[src/rtl/iirla_pkg.sv]
package iirla_pkg;
  localparam int SAMPLE_W = 16;
  localparam int COEF_W   = 18;
  localparam int FRAC_W   = 16;

  typedef enum logic {
    SQ_IDLE,
    SQ_ROUND
  } sq_state_t;
endpackage

[src/rtl/iirla_coef.sv]
module iirla_coef
  import iirla_pkg::*;
#(
  parameter int CW   = COEF_W,
  parameter int FRAC = FRAC_W
) (
  input  logic                 clk,
  input  logic                 rst,
  input  logic                 load,
  input  logic signed [CW-1:0] coef_in,
  output logic signed [CW-1:0] c1,
  output logic signed [CW-1:0] c2
);
  localparam int SW = 2 * CW;
  localparam logic signed [SW-1:0] HALF = SW'(1) <<< (FRAC - 1);
  localparam logic signed [SW-1:0] CMAX = {{(CW + 1){1'b0}}, {(CW - 1){1'b1}}};

  logic signed [SW-1:0] sq_q;
  logic signed [SW-1:0] sq_rnd;
  logic signed [SW-1:0] sq_sh;
  logic signed [CW-1:0] c2_next;
  logic signed [CW-1:0] c1_q;
  logic signed [CW-1:0] c2_q;
  sq_state_t            st_q;

  // rounding of the registered square: product never meets adder in one cycle
  always_comb begin
    sq_rnd = sq_q + HALF;
    sq_sh  = sq_rnd >>> FRAC;
    if (sq_sh > CMAX) c2_next = CMAX[CW-1:0];
    else              c2_next = sq_sh[CW-1:0];
  end

  always_ff @(posedge clk) begin
    if (rst) begin
      c1_q <= '0;
      c2_q <= '0;
      sq_q <= '0;
      st_q <= SQ_IDLE;
    end else begin
      if (load) begin
        c1_q <= coef_in;
        sq_q <= SW'(coef_in) * SW'(coef_in);
        st_q <= SQ_ROUND;
      end else begin
        st_q <= SQ_IDLE;
      end
      if (st_q == SQ_ROUND) c2_q <= c2_next;
    end
  end

  assign c1 = c1_q;
  assign c2 = c2_q;
endmodule

[src/rtl/iirla_fwd.sv]
module iirla_fwd
  import iirla_pkg::*;
#(
  parameter int DW = SAMPLE_W,
  parameter int CW = COEF_W
) (
  input  logic                    clk,
  input  logic                    rst,
  input  logic                    accept,
  input  logic signed [DW-1:0]    x_in,
  input  logic signed [CW-1:0]    c1,
  output logic signed [DW-1:0]    x_d,
  output logic signed [DW+CW-1:0] ff_prod,
  output logic                    stg_v
);
  localparam int PW = DW + CW;

  logic signed [DW-1:0] x_q;
  logic signed [PW-1:0] m_q;
  logic                 v_q;

  // x_q holds the last accepted sample: x[n] for stage two, x[n-1] for the product
  always_ff @(posedge clk) begin
    if (rst) begin
      x_q <= '0;
      m_q <= '0;
      v_q <= 1'b0;
    end else begin
      v_q <= accept;
      if (accept) begin
        x_q <= x_in;
        m_q <= PW'(c1) * PW'(x_q);
      end
    end
  end

  assign x_d     = x_q;
  assign ff_prod = m_q;
  assign stg_v   = v_q;
endmodule

[src/rtl/iirla_loop.sv]
module iirla_loop
  import iirla_pkg::*;
#(
  parameter int DW   = SAMPLE_W,
  parameter int CW   = COEF_W,
  parameter int FRAC = FRAC_W
) (
  input  logic                    clk,
  input  logic                    rst,
  input  logic                    accept,
  input  logic                    stg_v,
  input  logic signed [DW-1:0]    x_d,
  input  logic signed [DW+CW-1:0] ff_prod,
  input  logic signed [CW-1:0]    c2,
  output logic                    out_valid,
  output logic signed [DW-1:0]    y_out
);
  localparam int PW = DW + CW;
  localparam int AW = PW + 2;
  localparam logic signed [AW-1:0] HALF = AW'(1) <<< (FRAC - 1);
  localparam logic signed [AW-1:0] YMAX = {{(AW - DW + 1){1'b0}}, {(DW - 1){1'b1}}};
  localparam logic signed [AW-1:0] YMIN = {{(AW - DW + 1){1'b1}}, {(DW - 1){1'b0}}};

  logic signed [PW-1:0] q_q;
  logic signed [DW-1:0] y_q;
  logic signed [DW-1:0] yp_q;
  logic                 ov_q;
  logic signed [DW-1:0] y_sel;
  logic signed [AW-1:0] acc;
  logic signed [AW-1:0] acc_sh;
  logic signed [DW-1:0] y_next;

  // y[n-2] for the sample now entering: if the previous sample is still in
  // stage two, y_q is y[n-2]; otherwise y_q already holds y[n-1]
  always_comb y_sel = stg_v ? y_q : yp_q;

  always_comb begin
    acc    = AW'(q_q) + AW'(ff_prod) + (AW'(x_d) <<< FRAC) + HALF;
    acc_sh = acc >>> FRAC;
    if (acc_sh > YMAX)      y_next = YMAX[DW-1:0];
    else if (acc_sh < YMIN) y_next = YMIN[DW-1:0];
    else                    y_next = acc_sh[DW-1:0];
  end

  always_ff @(posedge clk) begin
    if (rst) begin
      q_q  <= '0;
      y_q  <= '0;
      yp_q <= '0;
      ov_q <= 1'b0;
    end else begin
      if (accept) q_q <= PW'(c2) * PW'(y_sel);
      ov_q <= stg_v;
      if (stg_v) begin
        y_q  <= y_next;
        yp_q <= y_q;
      end
    end
  end

  assign out_valid = ov_q;
  assign y_out     = y_q;
endmodule

[src/rtl/lookahead_iir1.sv]
module lookahead_iir1
  import iirla_pkg::*;
#(
  parameter int DW   = SAMPLE_W,
  parameter int CW   = COEF_W,
  parameter int FRAC = FRAC_W
) (
  input  logic                 clk,
  input  logic                 rst,
  input  logic                 coef_load,
  input  logic signed [CW-1:0] coef_in,
  input  logic                 in_valid,
  input  logic signed [DW-1:0] x_in,
  output logic                 out_valid,
  output logic signed [DW-1:0] y_out
);
  localparam int PW = DW + CW;

  logic signed [CW-1:0] c1_w;
  logic signed [CW-1:0] c2_w;
  logic signed [DW-1:0] x_d_w;
  logic signed [PW-1:0] ff_w;
  logic                 stg_v_w;

  iirla_coef #(.CW(CW), .FRAC(FRAC)) u_coef (
    .clk(clk), .rst(rst), .load(coef_load), .coef_in(coef_in),
    .c1(c1_w), .c2(c2_w)
  );

  iirla_fwd #(.DW(DW), .CW(CW)) u_fwd (
    .clk(clk), .rst(rst), .accept(in_valid), .x_in(x_in), .c1(c1_w),
    .x_d(x_d_w), .ff_prod(ff_w), .stg_v(stg_v_w)
  );

  iirla_loop #(.DW(DW), .CW(CW), .FRAC(FRAC)) u_loop (
    .clk(clk), .rst(rst), .accept(in_valid), .stg_v(stg_v_w), .x_d(x_d_w),
    .ff_prod(ff_w), .c2(c2_w), .out_valid(out_valid), .y_out(y_out)
  );
endmodule

[config.mk]
export PLATFORM = sky130hd
export DESIGN_NAME = lookahead_iir1
export DESIGN_NICKNAME = d
export VERILOG_FILES = /design/src/rtl/iirla_pkg.sv /design/src/rtl/iirla_coef.sv /design/src/rtl/iirla_fwd.sv /design/src/rtl/iirla_loop.sv /design/src/rtl/lookahead_iir1.sv
export SDC_FILE = /design/constraint.sdc
export NUM_CORES = 2
export LEC_CHECK = 0
export ABC_CLOCK_PERIOD_IN_PS = 14700
export CAP_MARGIN = 30
export CORE_MARGIN = 2
export CORE_UTILIZATION = 40
export DETAILED_ROUTE_END_ITERATION = 8
export DONT_BUFFER_PORTS = 1
export PLACE_DENSITY = 0.62
export SLEW_MARGIN = 20
export SYNTH_ARGS = -nofsm -noshare
export SYNTH_HDL_FRONTEND = slang
export SYNTH_SLANG_ARGS = --single-unit
export TNS_END_PERCENT = 20
[constraint.sdc]
create_clock -name clk -period 14.7 [get_ports clk]
set_clock_uncertainty 0.05 [all_clocks]
set_input_delay 2.205 -clock clk [delete_from_list [all_inputs] [get_ports clk]]
set_output_delay 2.205 -clock clk [all_outputs]
set_load 0.01 [all_outputs]
==> impl_results.md <==
- Crit path DAT: 8.37 ns
- Gate Count Post-Synth: 4380
- Core ar.: 0.100 mm2
- Main synth FF type: dfxtp_1
- Fraction of layout cells with a size suffix above 1: 3.03%
- First-pass GRT wire length: 157000 um
- Yosys Warn Count: 0
- VDD IR max: 0.000249 V
- Top cell type's share of synthesized area: 44.3%
- Routed WL per cell: 16.3 um
- Crit. End Element: flip-flop
- Max-cap viol count: 0
- Worst Hold Path Cells: 2
- Die W: 322 um
- Vias in the first global route: 30205
- Setup TNS Final: 0 ns
- Synth area leaders: fa_1 (44%), inv_1 (10%), ha_1 (10%), dfxtp_1 (8.7%), and2_1 (4.3%)
- Fillers: 9925
- Max Fanout on Critical Path: 22
- Tmin final: 8.06 ns
- Clk slew on worst S/H paths: 0.09 ns
- Worst skew pair latency: 0.46 ns
- Final GP Congestion: 0.839
- Final wirelength: 92200 um
- FFs w/ async S/R, synth: 0%
- Initial Utilization: 40.4%
- Post-cts hold buffer count: 0
- CTS tree: yes
- IO buf count: 0
- Crit share post-route: 54.8%
- Final WS setup: 6.64 ns
- WS Path Type: input port to flip-flop
- Grt total ovfl: 0
- Most frequent cell after synthesis: inv_1
- Antenna viol nets, final: 0
- Pre-antenna DRT Iters: 5
- Area growth, synth to finish: 5.02%
- Routed vias: 27464
- Via-to-Cell Ratio: 4.87
- Maximum buffer depth of the clock tree: 2
- Status: complete, no violations
- Num CTS Buffers: 17
- Post-CTS setup buffers: 0
- Initial antenna violation count: 2
- Residual DRC: 0
- Vert. Die Dim: 322 um
- Power density over the cells: 143 mW/mm2
- Critical path required time: 15.01 ns
- RSZ-0062 raised after global routing: no
- Post-cts sizing count: 0
- CTS Root Cell: clkbuf_16
- Met3 Use GR: 3.68%
- Cell variety after synth: 73
- 1st-iter DRT viols: 1346
- Yosys top cell by area: fa_1
- Post-Syn Area: 0.0405 mm2
- Met2 usage: 33.1%
- Total Nets Final: 5530
- CP Launch Type: input port
- Syn nets: 5636
- Worst-Margin Slew: 0.966 ns
- #FFs+latches synth: 176
- Clock sink total: 176
- Avg Synthesized Cell Area: 9.24 um2
- Fmax: 0.124 GHz
- Final setup fails: 0
- Hpwl dp: 75400 um
- All-Layer GR Usage: 19.0%
- Most Crowded Layer GR: met2
- P_leak: 21.8 nW
- Row count: 116
- Die Area: 0.104 mm2
- Most frequent cells after synthesis: inv_1 (1098), fa_1 (895), nand2_1 (428)
- GR Util met1: 24.4%
- Post-synth EDFFs: 0
- Worst reg-to-reg path cell count: 24
- Sequential element share of the synthesized area: 8.70%
- Largest net degree at the start of global routing: 151
- Worst min-delay path class: flip-flop to flip-flop
- H-tree Lvls: 4
- Final Hold Viols: 0
- Top Ports: 55
- Fin util: 42.4%
- Max transition margin: 35.5%
- Slew Limit Fails: 0
- Post-place setup slack: 6.09 ns
[critical path, cell delays in order]
cell,delay [ns]
inv_1,0.38
nor2_1,0.13
fa_1,0.68
fa_1,0.50
ha_1,0.58
inv_1,0.18
fa_1,0.51
inv_1,0.05
fa_1,0.52
inv_1,0.05
fa_1,0.47
inv_1,0.04
ha_1,0.31
and4_1,0.23
nand3_1,0.11
o221ai_1,0.55
a31o_2,0.29
a21oi_1,0.09
and4_1,0.21
a311o_1,0.26
[layout make-up]
cell class,count,area [um2],share of cell area [%]
sequential,176,3520,8.29
clock buffer,17,425,1.00
tap,1357,1700,3.99
inverter,1100,4130,9.71
timing repair buffer,35,300,0.706
antenna,1,2.50,0.00588
clock inverter,15,221,0.521
multi-input combinational,2944,32200,75.8
[where the power goes]
| group | switching [mW] | internal (mW) |
|---|---|---|
| logic | 2.76 | 2.19 |
| registers | 0.0972 | 0.555 |
| clock network | 0.248 | 0.238 |
[through the flow]
step	cell area [um2]	total power [mW]	hold WS (ns)	instances
global route	42500	6.90	0.445	5644
CTS	42500	6.17	0.422	5640
floorplan	40500	4.58	0.396	4380
global placement	41800	5.55	0.411	5607
detailed placement	41800	5.65	0.407	5608
finish	42500	6.08	0.428	5645
[sequential cells by signal, summed over array words and instances, names as in the netlist, 16 cells and up]
name	count
u_fwd.ff_prod	34
u_coef.sq_q	21
u_fwd.x_d	16
u_loop.yp_q	16
u_coef.c2	18
u_loop.y_out	16
u_loop.q_q	34
u_coef.c1	18
[final timing paths]
kind                                                     from  slack (ns)                       endpoint
worst min register to register  u_fwd.ff_prod[0]$_SDFFE_PP0P_        0.43  u_fwd.ff_prod[0]$_SDFFE_PP0P_
worst min-delay path            u_fwd.ff_prod[0]$_SDFFE_PP0P_        0.43  u_fwd.ff_prod[0]$_SDFFE_PP0P_
worst max-delay path                              coef_in[17]        6.64   u_coef.sq_q[31]$_SDFFE_PP0P_
worst max register to register         u_fwd.stg_v$_SDFF_PP0_        6.91    u_loop.q_q[32]$_SDFFE_PP0P_
[cells by family after synthesis]
logic type | synth area share (%)
buffers and inverters | 11.7
DFF | 8.70
muxes | 2.54
adders and majority gates | 54.2
xor gates and xnor gates | 2.85
and+or+nand+nor | 13.5
AOI/OAI and AO/OA | 6.43
[routing by layer]
metal,vias up,wire (um)
met5,-,0
li1,12863,-
met1,14140,40300
met4,0,1720
met3,85,4660
met2,376,45500
[layout by cell type (no fill, tap or decap), types with 6 or more instances in the layout]
master / instances
clkinv_8: 8
o31ai_1: 8
dfxtp_1: 175
a2111oi_0: 6
mux2_2: 14
ha_1: 323
a21o_1: 57
buf_4: 30
nand4_1: 11
o21ai_0: 38
a211o_1: 7
nand3_2: 10
nor2_1: 213
clkbuf_16: 17
a211oi_2: 11
a21oi_1: 91
xnor2_1: 92
nand3_1: 43
fa_1: 895
and3_1: 14
or3_1: 9
inv_1: 1098
xor2_1: 38
o21bai_1: 18
nor3_1: 15
nand2_1: 428
a211oi_1: 37
o21a_1: 14
or2_2: 12
a22o_1: 11
nand2b_1: 32
mux2i_1: 86
nor2b_1: 46
o31a_1: 6
and2_1: 281
Note: power is estimated with default switching activity, not from simulation.
